<file path="config.mk">
export PLATFORM = sky130hd
export DESIGN_NAME = por_sequencer
export DESIGN_NICKNAME = d
export VERILOG_FILES = /design/src/rtl/por_pkg.sv /design/src/rtl/por_qual_sync.sv /design/src/rtl/por_delay_cnt.sv /design/src/rtl/por_out_stage.sv /design/src/rtl/por_sequencer.sv
export SDC_FILE = /design/constraint.sdc
export NUM_CORES = 1
export LEC_CHECK = 0
export BUFFER_PORTS_ARGS = -buffer_cell sky130_fd_sc_hd__buf_2
export CELL_PAD_IN_SITES_DETAIL_PLACEMENT = 1
export CELL_PAD_IN_SITES_GLOBAL_PLACEMENT = 2
export CORE_AREA = 8 8 45 47
export DETAILED_ROUTE_END_ITERATION = 12
export DIE_AREA = 0 0 53 55
export PLACE_DENSITY_LB_ADDON = 0.08
export SETUP_SLACK_MARGIN = 0.05
export SLEW_MARGIN = 20
export SYNTH_ARGS = -nofsm -noshare
export SYNTH_HDL_FRONTEND = slang
export SYNTH_SLANG_ARGS = --single-unit
</file>
<file path="constraint.sdc">
create_clock -name clk -period 2.9 [get_ports clk]
set_clock_uncertainty 0.2 [all_clocks]
set_input_delay 0.58 -clock clk [delete_from_list [all_inputs] [get_ports clk]]
set_output_delay 0.58 -clock clk [all_outputs]
set_load 0.01 [all_outputs]
</file>
<file path="src/rtl/por_pkg.sv">
package por_pkg;
  localparam int unsigned DEFAULT_DELAY_TICKS = 5;
  localparam int unsigned DEFAULT_SYNC_STAGES = 2;
endpackage

</file>
<file path="src/rtl/por_qual_sync.sv">
module por_qual_sync #(
  parameter int unsigned STAGES = 2
) (
  input  logic clk,
  input  logic clr,
  output logic qual_s
);
  logic [STAGES-1:0] stg;

  generate
    if (STAGES == 1) begin : g_one
      always_ff @(posedge clk or posedge clr) begin
        if (clr) stg <= '0;
        else     stg <= 1'b1;
      end
    end else begin : g_chain
      always_ff @(posedge clk or posedge clr) begin
        if (clr) stg <= '0;
        else     stg <= {stg[STAGES-2:0], 1'b1};
      end
    end
  endgenerate

  assign qual_s = stg[STAGES-1];
endmodule

</file>
<file path="src/rtl/por_delay_cnt.sv">
module por_delay_cnt #(
  parameter int unsigned DELAY_TICKS = 5
) (
  input  logic clk,
  input  logic clr,
  input  logic run,
  input  logic tick,
  output logic done
);
  localparam int unsigned CW = (DELAY_TICKS < 2) ? 1 : $clog2(DELAY_TICKS);
  localparam logic [CW-1:0] LAST = CW'(DELAY_TICKS - 1);

  logic [CW-1:0] cnt;

  always_ff @(posedge clk or posedge clr) begin
    if (clr) begin
      cnt  <= '0;
      done <= 1'b0;
    end else if (run && tick && !done) begin
      if (cnt == LAST) done <= 1'b1;
      else             cnt  <= cnt + 1'b1;
    end
  end
endmodule

</file>
<file path="src/rtl/por_out_stage.sv">
module por_out_stage (
  input  logic clk,
  input  logic clr,
  input  logic release_ok,
  output logic core_rst,
  output logic rst_out_n
);
  always_ff @(posedge clk or posedge clr) begin
    if (clr) begin
      core_rst  <= 1'b1;
      rst_out_n <= 1'b0;
    end else begin
      core_rst  <= !release_ok;
      rst_out_n <= release_ok;
    end
  end
endmodule

</file>
<file path="src/rtl/por_sequencer.sv">
module por_sequencer
  import por_pkg::*;
#(
  parameter int unsigned DELAY_TICKS = DEFAULT_DELAY_TICKS,
  parameter int unsigned SYNC_STAGES = DEFAULT_SYNC_STAGES
) (
  input  logic clk,
  input  logic ms_tick,
  input  logic supply_ok,
  input  logic osc_run,
  input  logic ext_rst_n,
  input  logic bus_reset,
  output logic core_rst,
  output logic rst_out_n
);
  logic hold;
  logic qual_s;
  logic done;
  logic unused_bus_rst;

  // bus reset is deliberately not part of the release condition
  assign unused_bus_rst = bus_reset;
  assign hold = !(supply_ok && osc_run && ext_rst_n);

  por_qual_sync #(.STAGES(SYNC_STAGES)) u_sync (
    .clk(clk), .clr(hold), .qual_s(qual_s)
  );

  por_delay_cnt #(.DELAY_TICKS(DELAY_TICKS)) u_cnt (
    .clk(clk), .clr(hold), .run(qual_s), .tick(ms_tick), .done(done)
  );

  por_out_stage u_out (
    .clk(clk), .clr(hold), .release_ok(done),
    .core_rst(core_rst), .rst_out_n(rst_out_n)
  );
endmodule

</file>
# [Yosys cells after proc, flatten, opt, wreduce, memory -nomap -nowiden]
# Cells that the tools add are included.
[totals] elab_cells=15 latch_bits=0 mem_bits_rw=0 memories=0 rom_bits=0 ff_bits=8 in_bits=6
[classes] n_div=0 n_mux=0 n_eq_ne=1 reduce_logical=7 shift=0 multipliers=0 addsub=1 bitwise_logic=1 order_cmp=0
[op_table] cell="logical AND 1 bit" count=4
[op_table] cell="AND reduction 2 bit" count=2
[op_table] cell="adder 3 x 1 -> 3 bit (second input constant)" count=1
[op_table] cell="equality test 3 bit (second input constant)" count=1
[op_table] cell="zero test 1 bit" count=1
[op_table] cell="inverter 1 bit" count=1

# [Depth between registers and ports, before layout]
[logic_depth] depth_word=3 mapped_depth=5

# [Cells and area by module]
# From an unflattened synthesis, not the netlist that was laid out.
[unflattened] cells_unflattened=26 hier_area_um2=334.1
[by_module_without_submodules] module="por_delay_cnt" cells_per_inst=17 area_per_inst_um2=212.7 instances=1
[by_module_without_submodules] module="por_out_stage" cells_per_inst=4 area_per_inst_um2=58.8 instances=1
[by_module_without_submodules] module="por_qual_sync" cells_per_inst=4 area_per_inst_um2=57.6 instances=1
[by_module_without_submodules] module="por_sequencer" cells_per_inst=1 area_per_inst_um2=5.0 instances=1

# [Worst setup path before layout]
# Ideal clock, no wire load.
[synth_timing] path_type="flip-flop to flip-flop" start="register u_cnt.cnt[0]" end="register u_cnt.cnt[1]" path_stages_with_launch=6 path_slack_ns=1.468 t_arrival_ns=1.107 setup_ns=0.125 path_buffers=0 required_ns=2.575 cell_sequence="dfrtp_1 inv_1 ha_1 nand2_2 nand4_4 mux2_4"
[synth_between] elab_chain_cells=3
[synth_lines] item="from (decl)" line_no="por_delay_cnt.sv:13" text="logic [CW-1:0] cnt;"
[synth_lines] item="from (signal assigned)" line_no="por_delay_cnt.sv:21" text="else cnt <= cnt + 1'b1;"
[synth_lines] item="parallel branches: the longest is 3 deep, another holds adder 3 x 1 -> 3 bit"
# Several ways; the timed one is not identified.
# A chain may end at the register's enable or synchronous reset.

# [Worst setup path after layout]
[layout_timing] start="register u_out.core_rst" end="output core_rst"
[layout_rtl] item="from (decl)" line_no="por_out_stage.sv:5" text="output logic core_rst,"
[layout_rtl] item="from (signal assigned)" line_no="por_out_stage.sv:13" text="core_rst <= !release_ok;"
[layout_rtl] item="to (decl)" line_no="por_sequencer.sv:13" text="output logic core_rst,"
# No word-level cell between the ends.

==> tab_implementation.tex <==
\begin{tabular}{lr}
\hline
Metric & Value \\
\hline
\multicolumn{2}{l}{\textbf{Run status}} \\
Outcome & complete, no violations \\
\multicolumn{2}{l}{\textbf{Synth}} \\
Compound-cell area share of the yosys netlist & 0.0152 \\
Part of the Yosys area used for sequential elements & 0.610 \\
Mux cell area share after synthesis & 0.0758 \\
Post-synthesis adder-cell area fraction & 0.0758 \\
Syn Nets & 32 \\
Number of distinct library cell variants in the gate-level netlist after synthesis & 16 \\
Fraction of synthesized cell area in xor and xnor cells & 0.0265 \\
Mean post-synth cell area & 13.8 um\^{}2 \\
Synth Register Bits & 8 \\
Gate count of the mapped netlist & 24 \\
Largest family of logic cells by synthesized area & simple AND/OR/NAND/NOR gates \\
Total standard cell area after synthesis & 330 um\^{}2 \\
Yosys warning count & 0 \\
Simple-Gate Fraction of Synth Area & 0.152 \\
\multicolumn{2}{l}{\textbf{Timing}} \\
Max-slew violations & 0 \\
Setup TNS after final layout & 0 ns \\
Final setup violation count & 0 \\
Setup repair after global routing missed its margin & no \\
Number of failing hold endpoints at the final stage & 0 \\
Max Fclk & 599 MHz \\
Final worst path period need & 1.67 ns \\
Final worst-path cycle share & 0.575 \\
\multicolumn{2}{l}{\textbf{Critical path}} \\
Critical Path Stages & 1 \\
Data required time at the worst endpoint & 2.12 ns \\
Slack of the worst reg-to-reg path & roughly 1.4 ns \\
WS Path Type & register to primary output \\
Critical path startpoint category & register \\
Destination of the worst register-to-register timing path & u\_cnt.cnt[1] \\
Buf+Inv Stages, Crit Path & 1 \\
Cell chain of the critical path & buf\_2 \\
Crit Reg-Reg Startpoint & u\_cnt.cnt[0] \\
Data arrival time of the worst path & 0.89 ns \\
Crit path capture type & primary output \\
Delay of the slowest cell on the worst path & $\sim$0.52 ns \\
Highest fanout seen on the critical path & 1 \\
CP max-delay cell & dfstp\_2 \\
Delay-heaviest family, CP & flip-flops \\
Worst r2r path cells & 5 \\
Launching element of the worst setup path & u\_out.core\_rst \\
Destination of the critical timing path & core\_rst \\
\multicolumn{2}{l}{\textbf{Cells and area}} \\
Number of inserted diodes & 0 \\
Final net count & 43 \\
Area delta synth->final & 23.1\% \\
Count of filler cells inserted in the layout & 165 \\
Fraction of final layout cells sized beyond drive strength 1 & 0.412 \\
\multicolumn{2}{l}{\textbf{Pwr}} \\
Maximum resistive drop on vdd & 0.241 mV \\
Pwr per Cell Area & approximately 520 nW/um\^{}2 \\
Total leakage power & 0.000196 uW \\
Overall Power & 212 uW \\
\multicolumn{2}{l}{\textbf{Global routing}} \\
GR Layer Usage met3 & 0.0294 \\
All-layer global routing usage & 0.0561 \\
GR peak layer & met4 \\
Grt ovf & 0 \\
Largest net degree at the start of global routing & 9 \\
Global-route met1 utilization & 0.0526 \\
Met2 demand-to-capacity share in global routing & 0.0762 \\
Vias in the first global route & 245 \\
Initial antenna violation count & 0 \\
Wire length of the first global-routing pass & 1.05 mm \\
\multicolumn{2}{l}{\textbf{CTS}} \\
Total of cells resized after clock tree synthesis & 0 \\
Post-CTS setup repair buffer count & 0 \\
Worst-Skew Late Latency & 0.25 ns \\
CTS tree & done \\
Buffers from clock root to sink, at most & 2 \\
CTS H-Tree Depth & 1 \\
CTS sink count & 8 \\
CTS Hold Buffers Added & 0 \\
CTS Buf Count & 3 \\
Root buffer cell & clkbuf\_4 \\
Clock transition at the register clock pins on the worst setup and hold paths after CTS & 0.06 ns \\
\multicolumn{2}{l}{\textbf{Die}} \\
Ports & 8 \\
Area inside the core boundary & 1380 um\^{}2 \\
Die extent in y & 55 um \\
Full die area & 2920 um\^{}2 \\
Die W & 53 um \\
Initial Utilization & 0.239 \\
Row count & 14 \\
\multicolumn{2}{l}{\textbf{Flow run}} \\
Max-cap viol count & 0 \\
\multicolumn{2}{l}{\textbf{Routing}} \\
Number of DRC violations after detailed routing & 0 \\
Overall routed net length & $\sim$590 um \\
Antenna violation net count after detailed routing & 0 \\
Vias after detailed routing & 204 \\
Violation count after the first detailed-routing iteration & 2 \\
Number of detailed-route iterations in the first pass & 2 \\
Avg WL per Cell & $\sim$12 um \\
Via-per-instance ratio & 4.08 \\
\multicolumn{2}{l}{\textbf{Worst hold path}} \\
Hold Path Class & input pin to asynchronous set/reset pin \\
\multicolumn{2}{l}{\textbf{Placed design}} \\
Count of port buffers added during placement & 6 \\
Final Wtd Congestion & 0.587 \\
Detailed-placement wirelength estimate & 465 um \\
\hline
\end{tabular}
==> state kept, by name (all words and copies together) (netlist names) <==
register / cells
u_out.rst_out_n: 1
u_sync.stg: 2
u_cnt.cnt: 3
u_cnt.done: 1
u_out.core_rst: 1
==> layer usage <==
metal  wire, um  up-vias
met3         53        4
met5          0        -
li1           -       96
met4         37        0
met1        237       97
met2        261        7
==> placed cells by master, fill, tap and decap left out <==
cell type  n
dfrtp_1    7
buf_2      6
clkbuf_4   3
inv_1      2
ha_1       2
and3_1     1
inv_2      1
nand4b_1   1
nor2_1     1
mux2i_1    1
nand2_1    1
nand2_2    1
o21ai_0    1
nand4_4    1
xnor2_1    1
mux2_4     1
clkbuf_1   1
dfstp_2    1
conb_1     1
==> worst min-delay path by stage <==
| stage | to | slack [ns] |
|---|---|---|
| finish | u_sync.stg[1] | 0.15 |
| global route | u_sync.stg[1] | 0.17 |
| CTS | u_cnt.cnt[0] | 0.15 |
| detailed placement | u_sync.stg[1] | 0.16 |
| global placement | u_sync.stg[1] | 0.13 |
| floorplan | u_sync.stg[1] | 0.13 |
==> Yosys cell counts <==
library cell	number	area share
dfrtp_1	7	0.53
ha_1	2	0.076
inv_1	2	0.023
and3_1	1	0.019
conb_1	1	0.011
dfstp_2	1	0.080
inv_2	1	0.011
mux2_4	1	0.045
mux2i_1	1	0.030
nand2_1	1	0.011
nand2_2	1	0.019
nand4_4	1	0.064
nand4b_1	1	0.027
nor2_1	1	0.011
o21ai_0	1	0.015
xnor2_1	1	0.027
==> stage by stage <==
| stage | utilization | area, um^2 | worst slack [ns] | hold slack [ns] | instances |
|---|---|---|---|---|---|
| 2_1_floorplan | - | 330 | 1.47 | 0.131 | 24 |
| 3_3_place_gp | 0.275 | 380 | 1.40 | 0.135 | 46 |
| 3_5_place_dp | 0.275 | 380 | 1.39 | 0.158 | 46 |
| 4_1_cts | 0.294 | 407 | 1.22 | 0.153 | 50 |
| 5_1_grt | 0.294 | 407 | 1.19 | 0.167 | 50 |
| 6_report | 0.294 | 407 | 1.23 | 0.148 | 50 |
==> power by group <==
part | internal (uW) | leakage, uW | switching, uW
Clock | 52.7 | 0.0000150 | 39.4
Combinational | 2.40 | 0.0000828 | 3.17
Sequential | 113 | 0.0000987 | 1.18
==> kinds of logic (layout without fill, tap and decap cells) <==
logic type | after synthesis | after routing
buffers and inverters | 3 | 13
other | 1 | 1
multiplexers | 2 | 2
adder cells (fa/ha/maj) | 2 | 2
AND/OR/NAND/NOR | 6 | 6
XOR/XNOR | 1 | 1
flip-flops | 8 | 8
AO/OA/AOI/OAI | 1 | 1
==> cell type report <==
type                       instances  area, um^2  area share
timing repair buffer               6        30.0      0.0738
multi-input combinational         13         118       0.289
tap                               16        20.0      0.0492
sequential                         8         201       0.495
clock buffer                       4        26.3      0.0646
inverter                           3        11.3      0.0277
No activity file was read; power rests on OpenSTA's default activity.
